===== config.mk =====
export PLATFORM = sky130hd
export DESIGN_NAME = stkptr_unit
export DESIGN_NICKNAME = d
export VERILOG_FILES = /design/src/rtl/stkptr_pkg.sv /design/src/rtl/stkptr_seq.sv /design/src/rtl/stkptr_reg.sv /design/src/rtl/stkptr_port.sv /design/src/rtl/stkptr_unit.sv
export SDC_FILE = /design/constraint.sdc
export NUM_CORES = 1
export LEC_CHECK = 0
export CORE_ASPECT_RATIO = 2
export CORE_MARGIN = 4
export CORE_UTILIZATION = 35
export CTS_CLUSTER_SIZE = 28
export DETAILED_ROUTE_END_ITERATION = 10
export PLACE_DENSITY_LB_ADDON = 0.05
export SYNTH_ARGS = -nofsm -noshare
export SYNTH_HDL_FRONTEND = slang
export SYNTH_HIERARCHICAL = 1
export SYNTH_SLANG_ARGS = --single-unit

===== constraint.sdc =====
create_clock -name clk -period 3.95 [get_ports clk]
set_input_delay 0.5925 -clock clk [delete_from_list [all_inputs] [get_ports clk]]
set_output_delay 0.5925 -clock clk [all_outputs]
set_load 0.02 [all_outputs]

===== src/rtl/stkptr_pkg.sv =====
package stkptr_pkg;

    localparam int SP_W   = 16;
    localparam int BYTE_W = 8;

    typedef enum logic [2:0] {
        PH_IDLE,
        PH_PUSH_HI,
        PH_PUSH_LO,
        PH_POP_LO,
        PH_POP_HI
    } phase_e;

    typedef enum logic [1:0] {
        SP_HOLD,
        SP_DEC,
        SP_INC,
        SP_LOAD
    } sp_op_e;

    typedef struct packed {
        logic [BYTE_W-1:0] hi;
        logic [BYTE_W-1:0] lo;
    } pair_t;

    // One step of the pointer; wraps naturally at the width.
    function automatic logic [SP_W-1:0] sp_step(input logic [SP_W-1:0] v,
                                                input logic up);
        return up ? v + SP_W'(1) : v - SP_W'(1);
    endfunction

    function automatic logic is_push(input phase_e p);
        return (p == PH_PUSH_HI) || (p == PH_PUSH_LO);
    endfunction

    function automatic logic is_pop(input phase_e p);
        return (p == PH_POP_LO) || (p == PH_POP_HI);
    endfunction

endpackage


===== src/rtl/stkptr_seq.sv =====
module stkptr_seq
    import stkptr_pkg::*;
(
    input  logic   clk,
    input  logic   rst,
    input  logic   push_req,
    input  logic   pop_req,
    input  logic   sp_load,
    output phase_e phase,
    output sp_op_e sp_op,
    output logic   take_pair,
    output logic   busy,
    output logic   done
);

    phase_e phase_nx;

    always_comb begin
        phase_nx  = phase;
        sp_op     = SP_HOLD;
        take_pair = 1'b0;
        unique case (phase)
            PH_IDLE: begin
                if (sp_load) begin
                    sp_op = SP_LOAD;
                end else if (push_req) begin
                    phase_nx  = PH_PUSH_HI;
                    take_pair = 1'b1;
                end else if (pop_req) begin
                    phase_nx = PH_POP_LO;
                end
            end
            PH_PUSH_HI: begin
                sp_op    = SP_DEC;
                phase_nx = PH_PUSH_LO;
            end
            PH_PUSH_LO: begin
                sp_op    = SP_DEC;
                phase_nx = PH_IDLE;
            end
            PH_POP_LO: begin
                sp_op    = SP_INC;
                phase_nx = PH_POP_HI;
            end
            PH_POP_HI: begin
                sp_op    = SP_INC;
                phase_nx = PH_IDLE;
            end
            default: phase_nx = PH_IDLE;
        endcase
    end

    always_ff @(posedge clk) begin
        if (rst) phase <= PH_IDLE;
        else     phase <= phase_nx;
    end

    assign busy = (phase != PH_IDLE);
    assign done = (phase == PH_PUSH_LO) || (phase == PH_POP_HI);

endmodule


===== src/rtl/stkptr_reg.sv =====
module stkptr_reg
    import stkptr_pkg::*;
#(
    parameter int             W      = SP_W,
    parameter logic [W-1:0]   RST_SP = '0
) (
    input  logic         clk,
    input  logic         rst,
    input  sp_op_e       sp_op,
    input  logic [W-1:0] ld_val,
    output logic [W-1:0] sp
);

    logic [W-1:0] sp_nx;

    always_comb begin
        unique case (sp_op)
            SP_DEC:  sp_nx = sp - W'(1);
            SP_INC:  sp_nx = sp + W'(1);
            SP_LOAD: sp_nx = ld_val;
            default: sp_nx = sp;
        endcase
    end

    always_ff @(posedge clk) begin
        if (rst) sp <= RST_SP;
        else     sp <= sp_nx;
    end

endmodule


===== src/rtl/stkptr_port.sv =====
module stkptr_port
    import stkptr_pkg::*;
#(
    parameter int AW = SP_W,
    parameter int DW = BYTE_W
) (
    input  logic          clk,
    input  logic          rst,
    input  phase_e        phase,
    input  logic          take_pair,
    input  logic [DW-1:0] in_hi,
    input  logic [DW-1:0] in_lo,
    input  logic [AW-1:0] sp,
    input  logic [DW-1:0] rdata,
    output logic [AW-1:0] addr,
    output logic [DW-1:0] wdata,
    output logic          we,
    output logic          re,
    output logic [2*DW-1:0] popped
);

    logic [DW-1:0] held_hi, held_lo, first_rd;

    // Pair captured at acceptance so the inputs may move on.
    always_ff @(posedge clk) begin
        if (rst) begin
            held_hi <= '0;
            held_lo <= '0;
        end else if (take_pair) begin
            held_hi <= in_hi;
            held_lo <= in_lo;
        end
    end

    always_comb begin
        we    = is_push(phase);
        re    = is_pop(phase);
        addr  = we ? sp_step(sp, 1'b0) : sp;
        wdata = (phase == PH_PUSH_HI) ? held_hi : held_lo;
    end

    always_ff @(posedge clk) begin
        if (rst) begin
            first_rd <= '0;
            popped   <= '0;
        end else begin
            if (phase == PH_POP_LO) first_rd <= rdata;
            if (phase == PH_POP_HI) popped   <= {rdata, first_rd};
        end
    end

endmodule


===== src/rtl/stkptr_unit.sv =====
module stkptr_unit
    import stkptr_pkg::*;
#(
    parameter int            AW     = SP_W,
    parameter int            DW     = BYTE_W,
    parameter logic [AW-1:0] RST_SP = '0
) (
    input  logic            clk,
    input  logic            rst,
    input  logic            push_req,
    input  logic            pop_req,
    input  logic [DW-1:0]   pair_hi,
    input  logic [DW-1:0]   pair_lo,
    input  logic            sp_load,
    input  logic [AW-1:0]   sp_load_val,
    output logic [AW-1:0]   mem_addr,
    output logic [DW-1:0]   mem_wdata,
    output logic            mem_we,
    output logic            mem_re,
    input  logic [DW-1:0]   mem_rdata,
    output logic [2*DW-1:0] pop_pair,
    output logic [AW-1:0]   sp_now,
    output logic            busy,
    output logic            done
);

    phase_e phase;
    sp_op_e sp_op;
    logic   take_pair;

    stkptr_seq u_seq (
        .clk       (clk),
        .rst       (rst),
        .push_req  (push_req),
        .pop_req   (pop_req),
        .sp_load   (sp_load),
        .phase     (phase),
        .sp_op     (sp_op),
        .take_pair (take_pair),
        .busy      (busy),
        .done      (done)
    );

    stkptr_reg #(.W(AW), .RST_SP(RST_SP)) u_reg (
        .clk    (clk),
        .rst    (rst),
        .sp_op  (sp_op),
        .ld_val (sp_load_val),
        .sp     (sp_now)
    );

    stkptr_port #(.AW(AW), .DW(DW)) u_port (
        .clk       (clk),
        .rst       (rst),
        .phase     (phase),
        .take_pair (take_pair),
        .in_hi     (pair_hi),
        .in_lo     (pair_lo),
        .sp        (sp_now),
        .rdata     (mem_rdata),
        .addr      (mem_addr),
        .wdata     (mem_wdata),
        .we        (mem_we),
        .re        (mem_re),
        .popped    (pop_pair)
    );

endmodule


# Word-level counts from Yosys, hierarchy flattened
# Cells that the tools add are included.
# classes
n_mux	12
reduce_logical	9
eq_ne	9
n_addsub	2
# op_table
op	count
16-bit one-hot mux with 3 select lines	1
16-bit by 1-bit adder with 16-bit output, second input constant	1
16-bit two-way mux	1
16-bit by 1-bit subtractor with 16-bit output, second input constant	1
3-bit two-way mux	3
3-bit one-hot mux with 3 select lines	1
8-bit two-way mux	1
3-bit by 2-bit == test with 1-bit output, second input constant	2
2-bit one-hot mux with 3 select lines	1
3-bit nonzero test	2
2-bit == test, second input constant	2
2-bit OR reduction	2
3-bit by 1-bit == test with 1-bit output, second input constant	1
3-bit == test, second input constant	1
3-bit zero test	1
1-bit logical OR	3
1-bit two-way mux	3
3-bit != test, second input constant	1
2-bit by 1-bit == test with 1-bit output, second input constant	1
2-bit two-way mux	1
2-bit != test, second input constant	1
2-bit AND reduction	1
# word_totals
register_bits	59
input_bits	45
wordCells	38
output_inout_bits	60

# Logic depth before layout (Yosys ltp)
# depth
word_depth	5
depth_mapped	13
ltp_nobuf	12

# Cells and area by module
# The synthesis kept the hierarchy.
# by_module_without_submodules
module	instances	seq_area_each_um2	cells_each	area_each_um2
stkptr_port	1	800.8	206	1868.0
stkptr_reg	1	320.3	200	1586.5
stkptr_seq	1	60.1	19	185.2

# Least setup slack after synthesis
# Ideal clock, no wire load.
# synth_timing
kind	input -> register
startpoint	input port sp_load
endpoint	register u_reg.sp[10]
setup_time_ns	0.122
t_arrival_ns	3.245
slack_ns	0.583
stages	11
required_ns	3.828
path_cell_list	or3_4 -> and3b_1 -> nand2b_1 -> ha_1 -> o211ai_1 -> a21oi_2 -> o221a_2 -> o21a_1 -> mux2i_1 -> a2bb2oi_1 -> a311o_1
# synth_between
elab_chain_cells	4
word_cells_on_any_way	7
# synth_lines
item	line	source
start, declared	stkptr_unit.sv:14	input logic sp_load,
2-bit two-way mux (*)	stkptr_seq.sv:24	if (sp_load) begin
2-bit one-hot mux with 3 select lines (*)	stkptr_seq.sv:22	unique case (phase)
named net sp_op[0]	stkptr_unit.sv:28	sp_op_e sp_op;
2-bit == test / 2-bit by 1-bit == test with 1-bit output (equally long branches)	stkptr_reg.sv:17	unique case (sp_op)
16-bit one-hot mux with 3 select lines / 3-bit nonzero test (equally long branches)	--	
end signal, assigned	stkptr_reg.sv:27	else sp <= sp_nx;
end, declared	stkptr_reg.sv:11	output logic [W-1:0] sp
# The timed path passes the listed nets; every way through them passes the cells marked *.
# A chain may end at the register's enable or synchronous reset.

# Final worst setup path
# layout_timing
startpoint	input port sp_load
endpoint	register u_reg.sp[11]
# Same word-level chain as after synthesis.

==> summary by stage <==
Layout
The library cell used most frequently in the layout, excluding fill and tap cells, is sky130_fd_sc_hd__clkdlybuf4s50_1. In the layout the commonest cells are sky130_fd_sc_hd__clkdlybuf4s50_1 (103), sky130_fd_sc_hd__nand2_1 (60), sky130_fd_sc_hd__dfxtp_1 (59). The filler cells instantiated in the layout total roughly 1000. The area growth from synthesis to layout is 40.5%.

In the final layout, the share of cells above drive strength 1 is 0.100. The number of antenna diodes is 0. The net total in the final layout is approximately 600.

Synth
The synthesized netlist contains 70 unique library cells. The count of synthesis-stage warnings from yosys is 6. Synthesis produced a netlist with a net count of 488.

The share of the Yosys chip area taken by registers is 0.325. The synthesized design contains 59 register bits. Of the total synthesized cell area, the portion taken by AND, OR, NAND and NOR gates is 0.240. The synthesized design contains 0 enable-type register cells. By area, the combinational part of the netlist is dominated by simple AND/OR/NAND/NOR gates.

The arithmetic-cell share of the synthesized area counting full adders, half adders and majority gates is 0.0639. The share of synthesized area in the top cell type comes to 0.325. The most used flip-flop cell after synthesis is sky130_fd_sc_hd__dfxtp_1.

Of all flip-flops after synthesis, the portion carrying an async set or reset was 0. Ranked by total cell area, the synthesized netlist is headed by sky130_fd_sc_hd__dfxtp_1 (32%), sky130_fd_sc_hd__mux2i_1 (8.3%), sky130_fd_sc_hd__nand2_1 (6.2%). The area fraction in compound gates after synthesis was 0.160. The multiplexer share of the synthesized area is 0.107. The cell area after technology mapping is 3640 µm².

After technology mapping, the gate count stands at approximately 430. The mean area per synthesized cell is 8.56 µm². The library cell occupying the most area in the post-synthesis netlist is sky130_fd_sc_hd__dfxtp_1. Of the total synthesized cell area, the portion taken by XOR and XNOR cells is 0.0670.

Critical path
The register-to-register setup slack is roughly 0.60 ns. Counting both buffers and inverters, the worst setup path holds a total of 2. In this run the critical register-to-register path is launched from u_seq/phase[0]. The worst register-to-register path ends at u_reg/sp[10].

Along the worst path, the maximum fanout reaches 18. The category of the most critical setup path is input port to flop. STA classifies the critical path startpoint as an input port. The cell with the largest stage delay on the worst path is sky130_fd_sc_hd__clkdlybuf4s50_1. Counting buffers and inverters, the worst setup path is 13 cells deep. On the critical path the largest part of the delay comes from compound AO/OA/AOI/OAI gates. The type of destination of the critical path is a flop. Data on the critical path is required at its endpoint by 4.14 ns. The largest incremental delay on the critical path is ~0.44 ns.

The start point of the critical path is sp_load. The capturing element of the worst setup path is u_reg/sp[11]. The signal on the critical path passes through clkdlybuf4s50_1, or3_4, and3b_1, nand2b_1, buf_4, ha_1, a21o_1, a21oi_2, a211oi_2, o31ai_2, xnor2_1, a222oi_1, nor2_1. The worst endpoint data arrival time is between 3 and 4 ns.

Measured in cells, the most critical reg-to-reg path has a length of 13.

Floorplan
During I/O placement, the number of pins put on the boundary was around 110. The floorplan step defined a core boundary enclosing around 10000 µm². The floorplan step defined a die boundary enclosing ~12000 µm². The initial utilization of the core area, before any placement, comes to 0.359. The floorplan die height is ~150 µm. The number of placement rows is 52. The die span in x is 80.1 µm.

Job
The total of max-cap violations is 0.

Timing
Headroom to the max-slew limit came out at 0.512. Based on the critical path, the design can be clocked at up to roughly 290 MHz. The post-route minimum period is between 3 and 4 ns.

For the pin with the worst max-slew slack, the measured transition is about 0.73 ns. The final count of pins violating max slew is 0. The post-route clock period utilization is 0.887. The total count of hold-check failures in the final report is 0. Summed over all failing endpoints, the final setup total negative slack is 0 ns.

The clock skew is just under 0.007 ns. The total of endpoints with negative setup slack in the final report is 0. Setup repair after global routing left no endpoint under its margin. In the post-route analysis, the smallest setup slack over all paths is roughly 0.45 ns.

Clocking
The count of instances resized after the clock tree is built is 0. The tree is rooted in a sky130_fd_sc_hd__clkbuf_16. The clock passes through at most 2 buffers. The TritonCTS buffer count is 9. The worst-skew pair later-pin latency is 0.33 ns. The post-CTS clock slew at the launch and capture registers of the worst setup and hold paths is approximately 0.06 ns. The H-tree level count is 3. Hold repair after CTS inserted 0 buffers.

In this run the post-CTS setup repair buffer count came out at 0. The TritonCTS clock tree is built. Clock tree synthesis found a total of just under 60 sinks.

Drt
The first detailed-routing pass ran for 4 iterations. The routed wire length per instance is ~16 µm. The violation count after the first detailed-routing iteration is about 140. The detailed router placed 3435 vias in this run. The overall routed net length is 10.7 mm. The remaining design rule violation count is 0.

The number of nets with antenna violations after routing is 0. The vias per cell is about 5.2.

Global route
The first-pass GRT wire length is between 15 and 20 mm. The via count of the first global-routing pass was roughly 3400. Across every metal layer, demand over resource in global routing totals 0.179.

The pin count of the biggest net entering global routing is 59. The overall overflow remaining after global route is 0. The initial antenna violation count is 0.

Place
Timing analysis after detailed placement gives a worst setup slack of 0.129 ns. Port buffering added approximately 100 buffers. The HPWL reported at the end of detailed placement is approximately 8.1 mm. The last weighted congestion value of the routability-driven placer is 0.862.

Power
The static leakage power is approximately 2 nW. In this run the power density over the cells is 578 nW/µm². The highest ir drop seen on vdd is ~310 µV.

Run status
The run finished with clean final reports.

Min path
The class of the most critical hold timing path is flop to flop.
-- final cells by class --
class / instances / area, µm² / share of cell area
repair buffers: 111 / 1090 / 0.213
flip-flops and latches: 59 / 1180 / 0.231
well taps: 135 / 169 / 0.0330
clock buffers: 10 / 239 / 0.0467
multi-input cells: 334 / 2330 / 0.455
clock inverters: 6 / 72.6 / 0.0142
inverters: 9 / 33.8 / 0.00661
-- cell usage after synthesis (10+ instances only) --
| cell type | instances |
|---|---|
| sky130_fd_sc_hd__xnor2_1 | 16 |
| sky130_fd_sc_hd__mux2i_1 | 30 |
| sky130_fd_sc_hd__nor3_1 | 11 |
| sky130_fd_sc_hd__xor2_1 | 10 |
| sky130_fd_sc_hd__a211oi_1 | 11 |
| sky130_fd_sc_hd__ha_1 | 17 |
| sky130_fd_sc_hd__nor2_1 | 43 |
| sky130_fd_sc_hd__nand2_1 | 60 |
| sky130_fd_sc_hd__clkbuf_1 | 11 |
| sky130_fd_sc_hd__a21oi_1 | 31 |
| sky130_fd_sc_hd__nor2b_1 | 10 |
| sky130_fd_sc_hd__dfxtp_1 | 59 |
-- power by group --
| part | switching (mW) | total (mW) | internal [mW] | leakage, nW |
|---|---|---|---|---|
| Clock | 0.302 | 0.814 | 0.512 | 0.150 |
| Combinational | 0.722 | 1.36 | 0.642 | 1.36 |
| Sequential | 0.122 | 0.778 | 0.656 | 0.482 |
| Total | 1.15 | 2.96 | 1.81 | 1.99 |
-- kinds of logic (layout without fill, tap and decap cells) --
logic type / count (synthesis) / after routing
simple gates: 167 / 167
compound gates: 84 / 84
flops: 59 / 59
mux: 38 / 38
buf+inv: 32 / 136
xor+xnor: 27 / 27
fa+ha+maj: 18 / 18
-- sequential cells by signal, summed over array words and instances, names as in the netlist --
register         count
u_port/first_rd      8
u_port/held_lo       8
u_reg/sp            16
u_port/popped       16
u_seq/phase          3
u_port/held_hi       8
-- how the worst min path moves through the flow --
stage	depth (start not counted)	end	start	slack [ns]
final	2	u_port/popped[4]	u_port/first_rd[4]	0.45
after global routing	2	u_port/popped[6]	u_port/popped[6]	0.47
after CTS	2	u_port/popped[4]	u_port/first_rd[4]	0.46
after detailed placement	2	u_port/popped[4]	u_port/first_rd[4]	0.44
after global placement	2	u_port/popped[5]	u_port/first_rd[5]	0.44
after floorplan	2	u_port/popped[0]	u_port/first_rd[0]	0.43
-- worst reg2reg max path, delay by kind of cell (launching register included) --
family	cells	cell delay, ns
adder cells (fa/ha/maj)	1	0.40
flip-flops	1	0.55
buffers and inverters	2	0.32
AO/OA/AOI/OAI	5	1.02
AND/OR/NAND/NOR	4	0.72
multiplexers	1	0.22
-- stage by stage --
stage / util / area [µm²] / hold WS (ns) / power (mW) / cells
6_report: 0.504 / 5110 / 0.455 / 2.96 / 664
5_1_grt: 0.504 / 5110 / 0.470 / 3.14 / 664
4_1_cts: 0.504 / 5110 / 0.457 / 3.00 / 664
3_5_place_dp: 0.473 / 4800 / 0.445 / 2.16 / 648
3_3_place_gp: 0.473 / 4800 / 0.439 / 2.15 / 648
2_1_floorplan: - / 3640 / 0.432 / 1.67 / 425
-- per-layer routing --
metal,track usage,share of wire,vias up
met3,0.0355,0.048,17
li1,-,-,1709
met2,0.344,0.57,108
met1,0.178,0.36,1601
met5,0,0,-
met4,0.0749,0.023,0
No activity file was read; power rests on OpenSTA's default activity.
